`src/rtl/lcd_cmd_pkg.sv`:
```
package lcd_cmd_pkg;

    typedef enum logic [3:0] {
        CMD_NOP,
        CMD_CLEAR,
        CMD_HOME,
        CMD_OSC,
        CMD_ENTRY,
        CMD_CURSOR,
        CMD_DISPLAY,
        CMD_POWER,
        CMD_LINES,
        CMD_CONTRAST,
        CMD_SCROLL,
        CMD_ANN,
        CMD_CGRAM,
        CMD_DDR_HI,
        CMD_DDR_LO
    } cmd_e;

    typedef enum logic [2:0] {
        AC_HOLD,
        AC_ZERO,
        AC_CG,
        AC_HI,
        AC_LO,
        AC_STEP
    } ac_op_e;

    typedef enum logic {
        ST_IDLE,
        ST_EXEC
    } busy_st_e;

    typedef struct packed {
        logic       inc_dir;
        logic       clk_div;
        logic [2:0] cur_flags;
        logic [2:0] disp_flags;
        logic [2:0] pwr_flags;
        logic [1:0] line_cnt;
        logic [2:0] dbl_line;
        logic [2:0] start_line;
        logic [3:0] contrast;
        logic [2:0] start_row;
        logic       ann_en;
        logic [3:0] ann_addr;
    } ctrl_t;

endpackage

```
`src/rtl/lcd_cmd_classify.sv`:
```
module lcd_cmd_classify
    import lcd_cmd_pkg::*;
(
    input  logic [7:0] code,
    output cmd_e       kind
);

    always_comb begin
        kind = CMD_NOP;
        unique casez (code)
            8'b111?????: kind = CMD_DDR_LO;
            8'b110000??: kind = CMD_DDR_HI;
            8'b101?????: kind = CMD_CGRAM;
            8'b100?????: kind = CMD_ANN;
            8'b011?????: kind = CMD_SCROLL;
            8'b010?????: kind = CMD_CONTRAST;
            8'b001?????: kind = CMD_LINES;
            8'b00011???: kind = CMD_POWER;
            8'b00010???: kind = CMD_DISPLAY;
            8'b00001???: kind = CMD_CURSOR;
            8'b000001??: kind = CMD_ENTRY;
            8'b00000011: kind = CMD_OSC;
            8'b00000010: kind = CMD_HOME;
            8'b00000001: kind = CMD_CLEAR;
            default:     kind = CMD_NOP;
        endcase
    end

endmodule

```
`src/rtl/lcd_busy_fsm.sv`:
```
module lcd_busy_fsm
    import lcd_cmd_pkg::*;
#(
    parameter int CLR_CYCLES = 310,
    parameter int CMD_CYCLES = 10
) (
    input  logic clk,
    input  logic rst_n,
    input  logic start,
    input  logic long_op,
    output logic busy
);

    localparam int MAXC = (CLR_CYCLES > CMD_CYCLES) ? CLR_CYCLES : CMD_CYCLES;
    localparam int CW   = $clog2(MAXC + 1);

    busy_st_e        state_q, state_d;
    logic [CW-1:0]   cnt_q, cnt_d;

    always_comb begin
        state_d = state_q;
        cnt_d   = cnt_q;
        unique case (state_q)
            ST_IDLE: begin
                if (start) begin
                    state_d = ST_EXEC;
                    cnt_d   = long_op ? CW'(CLR_CYCLES - 1) : CW'(CMD_CYCLES - 1);
                end
            end
            ST_EXEC: begin
                if (cnt_q == '0) state_d = ST_IDLE;
                else             cnt_d   = cnt_q - 1'b1;
            end
            default: state_d = ST_IDLE;
        endcase
    end

    always_ff @(posedge clk or negedge rst_n) begin
        if (!rst_n) begin
            state_q <= ST_IDLE;
            cnt_q   <= '0;
        end else begin
            state_q <= state_d;
            cnt_q   <= cnt_d;
        end
    end

    always_comb busy = (state_q == ST_EXEC);

    // busy only ever rises because a timed command was accepted
    assert_busy_cause_R11: assert property (@(posedge clk) disable iff (!rst_n)
        $rose(busy) |-> $past(start));

    // a long command is followed by busy
    assert_long_busy_R3: assert property (@(posedge clk) disable iff (!rst_n)
        (start && long_op) |=> busy);

    // the decoder never starts the timer while it is running
    assert_no_restart_R12: assert property (@(posedge clk) disable iff (!rst_n)
        start |-> !busy);

endmodule

```
`src/rtl/lcd_addr_counter.sv`:
```
module lcd_addr_counter
    import lcd_cmd_pkg::*;
#(
    parameter int AW    = 7,
    parameter int LOW_W = 5
) (
    input  logic             clk,
    input  logic             rst_n,
    input  ac_op_e           op,
    input  logic             up,
    input  logic [LOW_W-1:0] load_val,
    output logic [AW-1:0]    ac
);

    localparam int HI_W = AW - LOW_W;

    always_ff @(posedge clk or negedge rst_n) begin
        if (!rst_n) begin
            ac <= '0;
        end else begin
            unique case (op)
                AC_HOLD: ac <= ac;
                AC_ZERO: ac <= '0;
                AC_CG:   ac <= {{HI_W{1'b0}}, load_val};
                AC_HI:   ac <= {load_val[HI_W-1:0], ac[LOW_W-1:0]};
                AC_LO:   ac <= {ac[AW-1:LOW_W], load_val};
                AC_STEP: ac <= up ? ac + 1'b1 : ac - 1'b1;
                default: ac <= ac;
            endcase
        end
    end

    // an upward step adds one modulo the counter width
    assert_step_up_R13: assert property (@(posedge clk) disable iff (!rst_n)
        (op == AC_STEP && up) |=> ac == $past(ac) + 1'b1);

    // a downward step subtracts one modulo the counter width
    assert_step_dn_R13: assert property (@(posedge clk) disable iff (!rst_n)
        (op == AC_STEP && !up) |=> ac == $past(ac) - 1'b1);

    // a low-part load keeps the upper bits
    assert_lo_keeps_hi_R10: assert property (@(posedge clk) disable iff (!rst_n)
        (op == AC_LO) |=> ac[AW-1:LOW_W] == $past(ac[AW-1:LOW_W]));

    // a zeroing command empties the counter
    assert_zero_R4: assert property (@(posedge clk) disable iff (!rst_n)
        (op == AC_ZERO) |=> ac == '0);

endmodule

```
`src/rtl/lcd_cmd_decoder.sv`:
```
module lcd_cmd_decoder
    import lcd_cmd_pkg::*;
#(
    parameter int CLR_CYCLES = 310,
    parameter int CMD_CYCLES = 10,
    parameter int AW         = 7
) (
    input  logic          clk,
    input  logic          rst_n,
    input  logic          bus_en,
    input  logic          rs,
    input  logic          bus_rd,
    input  logic [7:0]    wdata,
    output logic [7:0]    rdata,
    output logic          busy,
    output logic [AW-1:0] addr_cnt,
    output logic          inc_dir,
    output logic          clk_div,
    output logic [2:0]    cur_flags,
    output logic [2:0]    disp_flags,
    output logic [2:0]    pwr_flags,
    output logic [1:0]    line_cnt,
    output logic [2:0]    dbl_line,
    output logic [2:0]    start_line,
    output logic [3:0]    contrast,
    output logic [2:0]    start_row,
    output logic          ann_en,
    output logic [3:0]    ann_addr,
    output logic          clear_req,
    output logic          osc_req
);

    localparam int LOW_W = 5;

    cmd_e   kind;
    ac_op_e ac_op;
    ctrl_t  ctrl_q;
    logic   cmd_wr, accept, data_acc, timed, long_op;

    lcd_cmd_classify u_classify (
        .code (wdata),
        .kind (kind)
    );

    always_comb begin
        cmd_wr   = bus_en && !rs && !bus_rd;
        accept   = cmd_wr && !busy;
        data_acc = bus_en && rs;
        timed    = accept && (kind != CMD_NOP) && (kind != CMD_OSC);
        long_op  = (kind == CMD_CLEAR);
    end

    lcd_busy_fsm #(
        .CLR_CYCLES (CLR_CYCLES),
        .CMD_CYCLES (CMD_CYCLES)
    ) u_busy (
        .clk     (clk),
        .rst_n   (rst_n),
        .start   (timed),
        .long_op (long_op),
        .busy    (busy)
    );

    always_comb begin
        ac_op = AC_HOLD;
        if (data_acc) begin
            ac_op = AC_STEP;
        end else if (accept) begin
            unique case (kind)
                CMD_CLEAR, CMD_HOME: ac_op = AC_ZERO;
                CMD_CGRAM:           ac_op = AC_CG;
                CMD_DDR_HI:          ac_op = AC_HI;
                CMD_DDR_LO:          ac_op = AC_LO;
                default:             ac_op = AC_HOLD;
            endcase
        end
    end

    lcd_addr_counter #(
        .AW    (AW),
        .LOW_W (LOW_W)
    ) u_ac (
        .clk      (clk),
        .rst_n    (rst_n),
        .op       (ac_op),
        .up       (ctrl_q.inc_dir),
        .load_val (wdata[LOW_W-1:0]),
        .ac       (addr_cnt)
    );

    // control register file
    always_ff @(posedge clk or negedge rst_n) begin
        if (!rst_n) begin
            ctrl_q    <= '0;
            clear_req <= 1'b0;
            osc_req   <= 1'b0;
        end else begin
            clear_req <= accept && (kind == CMD_CLEAR);
            osc_req   <= accept && (kind == CMD_OSC);
            if (accept) begin
                unique case (kind)
                    CMD_ENTRY: begin
                        ctrl_q.inc_dir <= wdata[1];
                        ctrl_q.clk_div <= wdata[0];
                    end
                    CMD_CURSOR:  ctrl_q.cur_flags  <= wdata[2:0];
                    CMD_DISPLAY: ctrl_q.disp_flags <= wdata[2:0];
                    CMD_POWER:   ctrl_q.pwr_flags  <= wdata[2:0];
                    CMD_LINES: begin
                        ctrl_q.line_cnt <= wdata[4:3];
                        ctrl_q.dbl_line <= wdata[2:0];
                    end
                    CMD_CONTRAST: begin
                        ctrl_q.start_line[2] <= wdata[4];
                        ctrl_q.contrast      <= wdata[3:0];
                    end
                    CMD_SCROLL: begin
                        ctrl_q.start_line[1:0] <= wdata[4:3];
                        ctrl_q.start_row       <= wdata[2:0];
                    end
                    CMD_ANN: begin
                        ctrl_q.ann_en   <= wdata[4];
                        ctrl_q.ann_addr <= wdata[3:0];
                    end
                    default: ;
                endcase
            end
        end
    end

    always_comb begin
        inc_dir    = ctrl_q.inc_dir;
        clk_div    = ctrl_q.clk_div;
        cur_flags  = ctrl_q.cur_flags;
        disp_flags = ctrl_q.disp_flags;
        pwr_flags  = ctrl_q.pwr_flags;
        line_cnt   = ctrl_q.line_cnt;
        dbl_line   = ctrl_q.dbl_line;
        start_line = ctrl_q.start_line;
        contrast   = ctrl_q.contrast;
        start_row  = ctrl_q.start_row;
        ann_en     = ctrl_q.ann_en;
        ann_addr   = ctrl_q.ann_addr;
        rdata      = rs ? 8'h00 : {busy, addr_cnt};
    end

    // a command while busy leaves every control field untouched
    assert_busy_drop_R12: assert property (@(posedge clk) disable iff (!rst_n)
        (cmd_wr && busy) |=> $stable(ctrl_q));

    // oscillator start never makes the block busy
    assert_osc_free_R5: assert property (@(posedge clk) disable iff (!rst_n)
        (accept && kind == CMD_OSC) |=> !busy);

    // the clear pulse lasts exactly one cycle
    assert_clear_pulse_R3: assert property (@(posedge clk) disable iff (!rst_n)
        clear_req |=> !clear_req);

    // a data access never starts the busy timer
    assert_data_no_busy_R13: assert property (@(posedge clk) disable iff (!rst_n)
        (data_acc && !busy) |=> !busy);

endmodule

```
`config.mk`:
```
export PLATFORM = sky130hd
export DESIGN_NAME = lcd_cmd_decoder
export DESIGN_NICKNAME = d
export VERILOG_FILES = /design/src/rtl/lcd_cmd_pkg.sv /design/src/rtl/lcd_cmd_classify.sv /design/src/rtl/lcd_busy_fsm.sv /design/src/rtl/lcd_addr_counter.sv /design/src/rtl/lcd_cmd_decoder.sv
export SDC_FILE = /design/constraint.sdc
export NUM_CORES = 1
export LEC_CHECK = 0
export ABC_AREA = 1
export CORE_MARGIN = 5
export CORE_UTILIZATION = 35
export CTS_CLUSTER_SIZE = 20
export DETAILED_ROUTE_END_ITERATION = 8
export PLACE_DENSITY = 0.58
export SYNTH_ARGS = -nofsm -noshare
export SYNTH_HDL_FRONTEND = slang
export SYNTH_SLANG_ARGS = --single-unit
export TNS_END_PERCENT = 20
```
`constraint.sdc`:
```
create_clock -name clk -period 2.46 [get_ports clk]
set_input_delay 0.492 -clock clk [delete_from_list [all_inputs] [get_ports clk]]
set_output_delay 0.492 -clock clk [all_outputs]
set_load 0.1 [all_outputs]
```
==> impl_metrics.csv <==
group,metric,value,unit
detailed_routing,drc_errors,0,
setup_path,cp_max_fo,7,
synth,synth_async_sr_flop_share,1.00,
timing,rsz0062_at_grt,"true",
timing,slew_violations,0,
synth,yosys_warnings,0,
place,numPortBuffers,61,
detailed_routing,first_pass_iters,4,
setup_path,path_common_cell,"nand2_1",
power_and_ir_drop,p_leak,2.11,nW
setup_path,crit_chain,"clkdlybuf4s50_1, inv_1, ha_2, inv_1, nand2_1, inv_2, nand2_1, nor2_2, nand2_4, nand2_4, nand3_4, nor2_4, nor2_4, nand2_2, nand2_1, nand2_2, nand2_1, nand2_1",
setup_path,worst_ep_arrival_time,2.53,ns
detailed_routing,vias,2608,
timing,worst_slack,0.173,ns
setup_path,r2r_cells,12,
min_path,hp-class,"in2async",
setup_path,worstSetupPathType,"in2reg",
global_routing,antenna_found_initial,0,
setup_path,r2r_end,"u_ac.ac[6]",
die,dieArea,9930,um^2
clock_tree,cts_tree,"built",
die,start_util,0.362,
clock_tree,path_clk_slew,0.10,ns
clock_tree,cts-htree-levels,2,
synth,yosysTopAreaCellShare,0.445,
clock_tree,post-cts-setup-buffers,0,
die,core_area,7770,um^2
setup_path,slowest_delay,0.47,ns
clock_tree,post_cts_resized,0,
detailed_routing,drt_first_iter_violations,99,
power_and_ir_drop,pwr-share-seq,0.388,
timing,tightestPinTransition,0.378,ns
clock_tree,cts_hold_buf,0,
synth,yosys-top-cells-area,"dfrtp_1 (44%), nand2_1 (14%), o21ai_0 (6.4%), inv_1 (4.9%), nand3_1 (4.8%)",
power_and_ir_drop,p_int,1.43,mW
die,die_w,99.6,um
synth,synth-seq-cells,50,
setup_path,cp_slowest_cell,"clkdlybuf4s50_1",
clock_tree,cts.path.max_buffers,2,
synth,synthCells,362,
global_routing,grt-ovfl-total,0,
synth,synth_edf_count,0,
clock_tree,clock-sinks,50,
setup_path,required,2.70,ns
power_and_ir_drop,total_power,2.27,mW
timing,fmax,437,MHz
clock_tree,clockRootBuffer,"clkbuf_8",
place,pre_cts_ws,-0.230,ns
final_layout,antennaDiodeCount,0,
synth,synth_cell_type_count,30,
final_layout,area_growth,41.5,%
final_layout,finish.instance_area,3980,um^2
die,rows,32,
power_and_ir_drop,p_sw,0.848,mW
detailed_routing,via_per_inst,4.58,
global_routing,grtUsageTotal,0.153,
synth,syn_avg_cell_area,7.77,um^2
final_layout,n_fill_cell,736,
global_routing,grt_max_degree,21,
setup_path,cp-start-kind,"input port",
run_status,status,"complete, no violations",
place,placed_area,3810,um^2
setup_path,r2r_slack,0.47,ns
flow_run,maxCapViolCount,0,
detailed_routing,ant_nets,0,
die,ioPinCount,62,
synth,syn_nets,385,
timing,clock_skew,0.00940,ns
place,gp_congestion,0.772,
timing,hold_violations,0,
timing,fin_crit,2.29,ns
place,dp_hpwl,5730,um
global_routing,grt_pass1_wl,12400,um
die,die_h,99.6,um
setup_path,critPathCaptureType,"flop",
synth,ys.flop_type,"dfrtp_1",
power_and_ir_drop,clkPwrFrac,0.273,
final_layout,layout.nets,490,
global_routing,first_global_vias,2575,
timing,setup_violations,0,
clock_tree,clock_latency,0.31,ns
synth,netlist_area,2810,um^2
detailed_routing,wl_per_cell,12.7,um
power_and_ir_drop,power.share.switching,0.373,
synth,synth.largest_area_cell,"dfrtp_1",
power_and_ir_drop,powerDensity,572,nW/um^2
detailed_routing,routed_wl,7220,um
clock_tree,cts_buffers,5,
power_and_ir_drop,combPwrFrac,0.340,
power_and_ir_drop,peakVddDrop,641,uV
timing,relSlewSlack,0.747,
final_layout,layout-drive-gt1-share,0.299,
setup_path,reg2reg_from,"inc_dir",
timing,period_share,0.930,
synth,synth.yosys.seq_area_share,0.445,
through the flow:
step	util	std cells	setup TNS (ns)	hold slack (ns)
after floorplan	-	362	-1.59	0.196
after global placement	0.491	562	-3.58	0.421
after detailed placement	0.491	562	-4.73	0.419
after CTS	0.506	570	0	0.0800
after global routing	0.512	570	-0.264	0.0807
final	0.512	570	0	0.0710
Yosys cell counts (2+ instances only):
| cell type | number |
|---|---|
| or2_2 | 3 |
| nand2_4 | 4 |
| o21ai_0 | 36 |
| inv_2 | 6 |
| xor2_1 | 4 |
| nand2_2 | 5 |
| nor3_2 | 2 |
| nand2_1 | 107 |
| nand3_2 | 3 |
| o21ai_1 | 4 |
| nor2_1 | 32 |
| inv_1 | 37 |
| o21ai_2 | 4 |
| a21oi_1 | 8 |
| nor2_4 | 2 |
| nor3_1 | 3 |
| ha_1 | 9 |
| dfrtp_1 | 50 |
| nand4_1 | 4 |
| nor2_2 | 3 |
| nand3_1 | 27 |
cell families (layout without fill, tap and decap cells):
logic type / Yosys count / count (layout) / synth area share
buffers and inverters: 45 / 151 / 0.0627
xor gates and xnor gates: 5 / 5 / 0.0156
DFF: 50 / 50 / 0.445
and+or+nand+nor: 197 / 197 / 0.319
adders and majority gates: 10 / 10 / 0.0472
AOI/OAI and AO/OA: 55 / 55 / 0.111
final cells by class:
cell class | count | area (um^2) | area share
clock buffer | 6 | 82.6 | 0.0208
multi-input combinational | 267 | 1440 | 0.362
timing repair buffer | 100 | 876 | 0.220
clock inverter | 2 | 38.8 | 0.00975
inverter | 43 | 161 | 0.0406
sequential | 50 | 1250 | 0.314
tap | 102 | 128 | 0.0321
critical path: cells and delay by family:
family	cells	cell delay (ns)
adder cells (fa/ha/maj)	1	0.26
buffers and inverters	4	0.63
AND/OR/NAND/NOR	13	1.12
flip-flops by register name, summed over array words and instances, names as in the netlist, 2 cells and up:
register	count
u_ac.ac	7
cur_flags	3
contrast	4
pwr_flags	3
ann_addr	4
start_row	3
line_cnt	2
start_line	3
dbl_line	3
disp_flags	3
u_busy.cnt_q	9
power by group through the flow:
stage | sequential [mW] | combinational (mW) | clock [mW]
final | 0.881 | 0.773 | 0.620
after global routing | 0.886 | 0.824 | 0.666
after CTS | 0.882 | 0.771 | 0.631
after detailed placement | 0.898 | 0.770 | 0
after global placement | 0.899 | 0.762 | 0
after floorplan | 1.07 | 0.329 | 0
cells in the final DEF (no fill, tap or decap), drive strengths merged:
master,count
clkdlybuf4s50,11
nor2,37
o211ai,2
nand2,116
xnor2,1
clkbuf,6
o21bai,1
a21oi,8
ha,9
and3,1
buf,89
nand4,4
nand3,30
bufinv,1
inv,44
nor3,5
or2,3
dfrtp,50
xor2,4
nand3b,1
o21ai,44
fa,1
how the worst max path moves through the flow:
stage | startpoint | endpoint | depth (start not counted)
2_1_floorplan | u_ac.ac[2] | rdata[2] | 2
3_3_place_gp | wdata[4] | start_line[2] | 12
3_5_place_dp | wdata[6] | u_ac.ac[4] | 17
4_1_cts | wdata[6] | u_ac.ac[1] | 17
5_1_grt | wdata[6] | line_cnt[0] | 11
6_report | wdata[6] | u_ac.ac[1] | 18
routing by layer:
layer | track usage | vias up | wire (um)
met3 | 0.0295 | 6 | 220
met5 | 0 | - | 0
met4 | 0.0420 | 0 | 108
met1 | 0.208 | 1194 | 3400
met2 | 0.249 | 42 | 3490
li1 | - | 1366 | -
(Power assumes the default switching activity.)
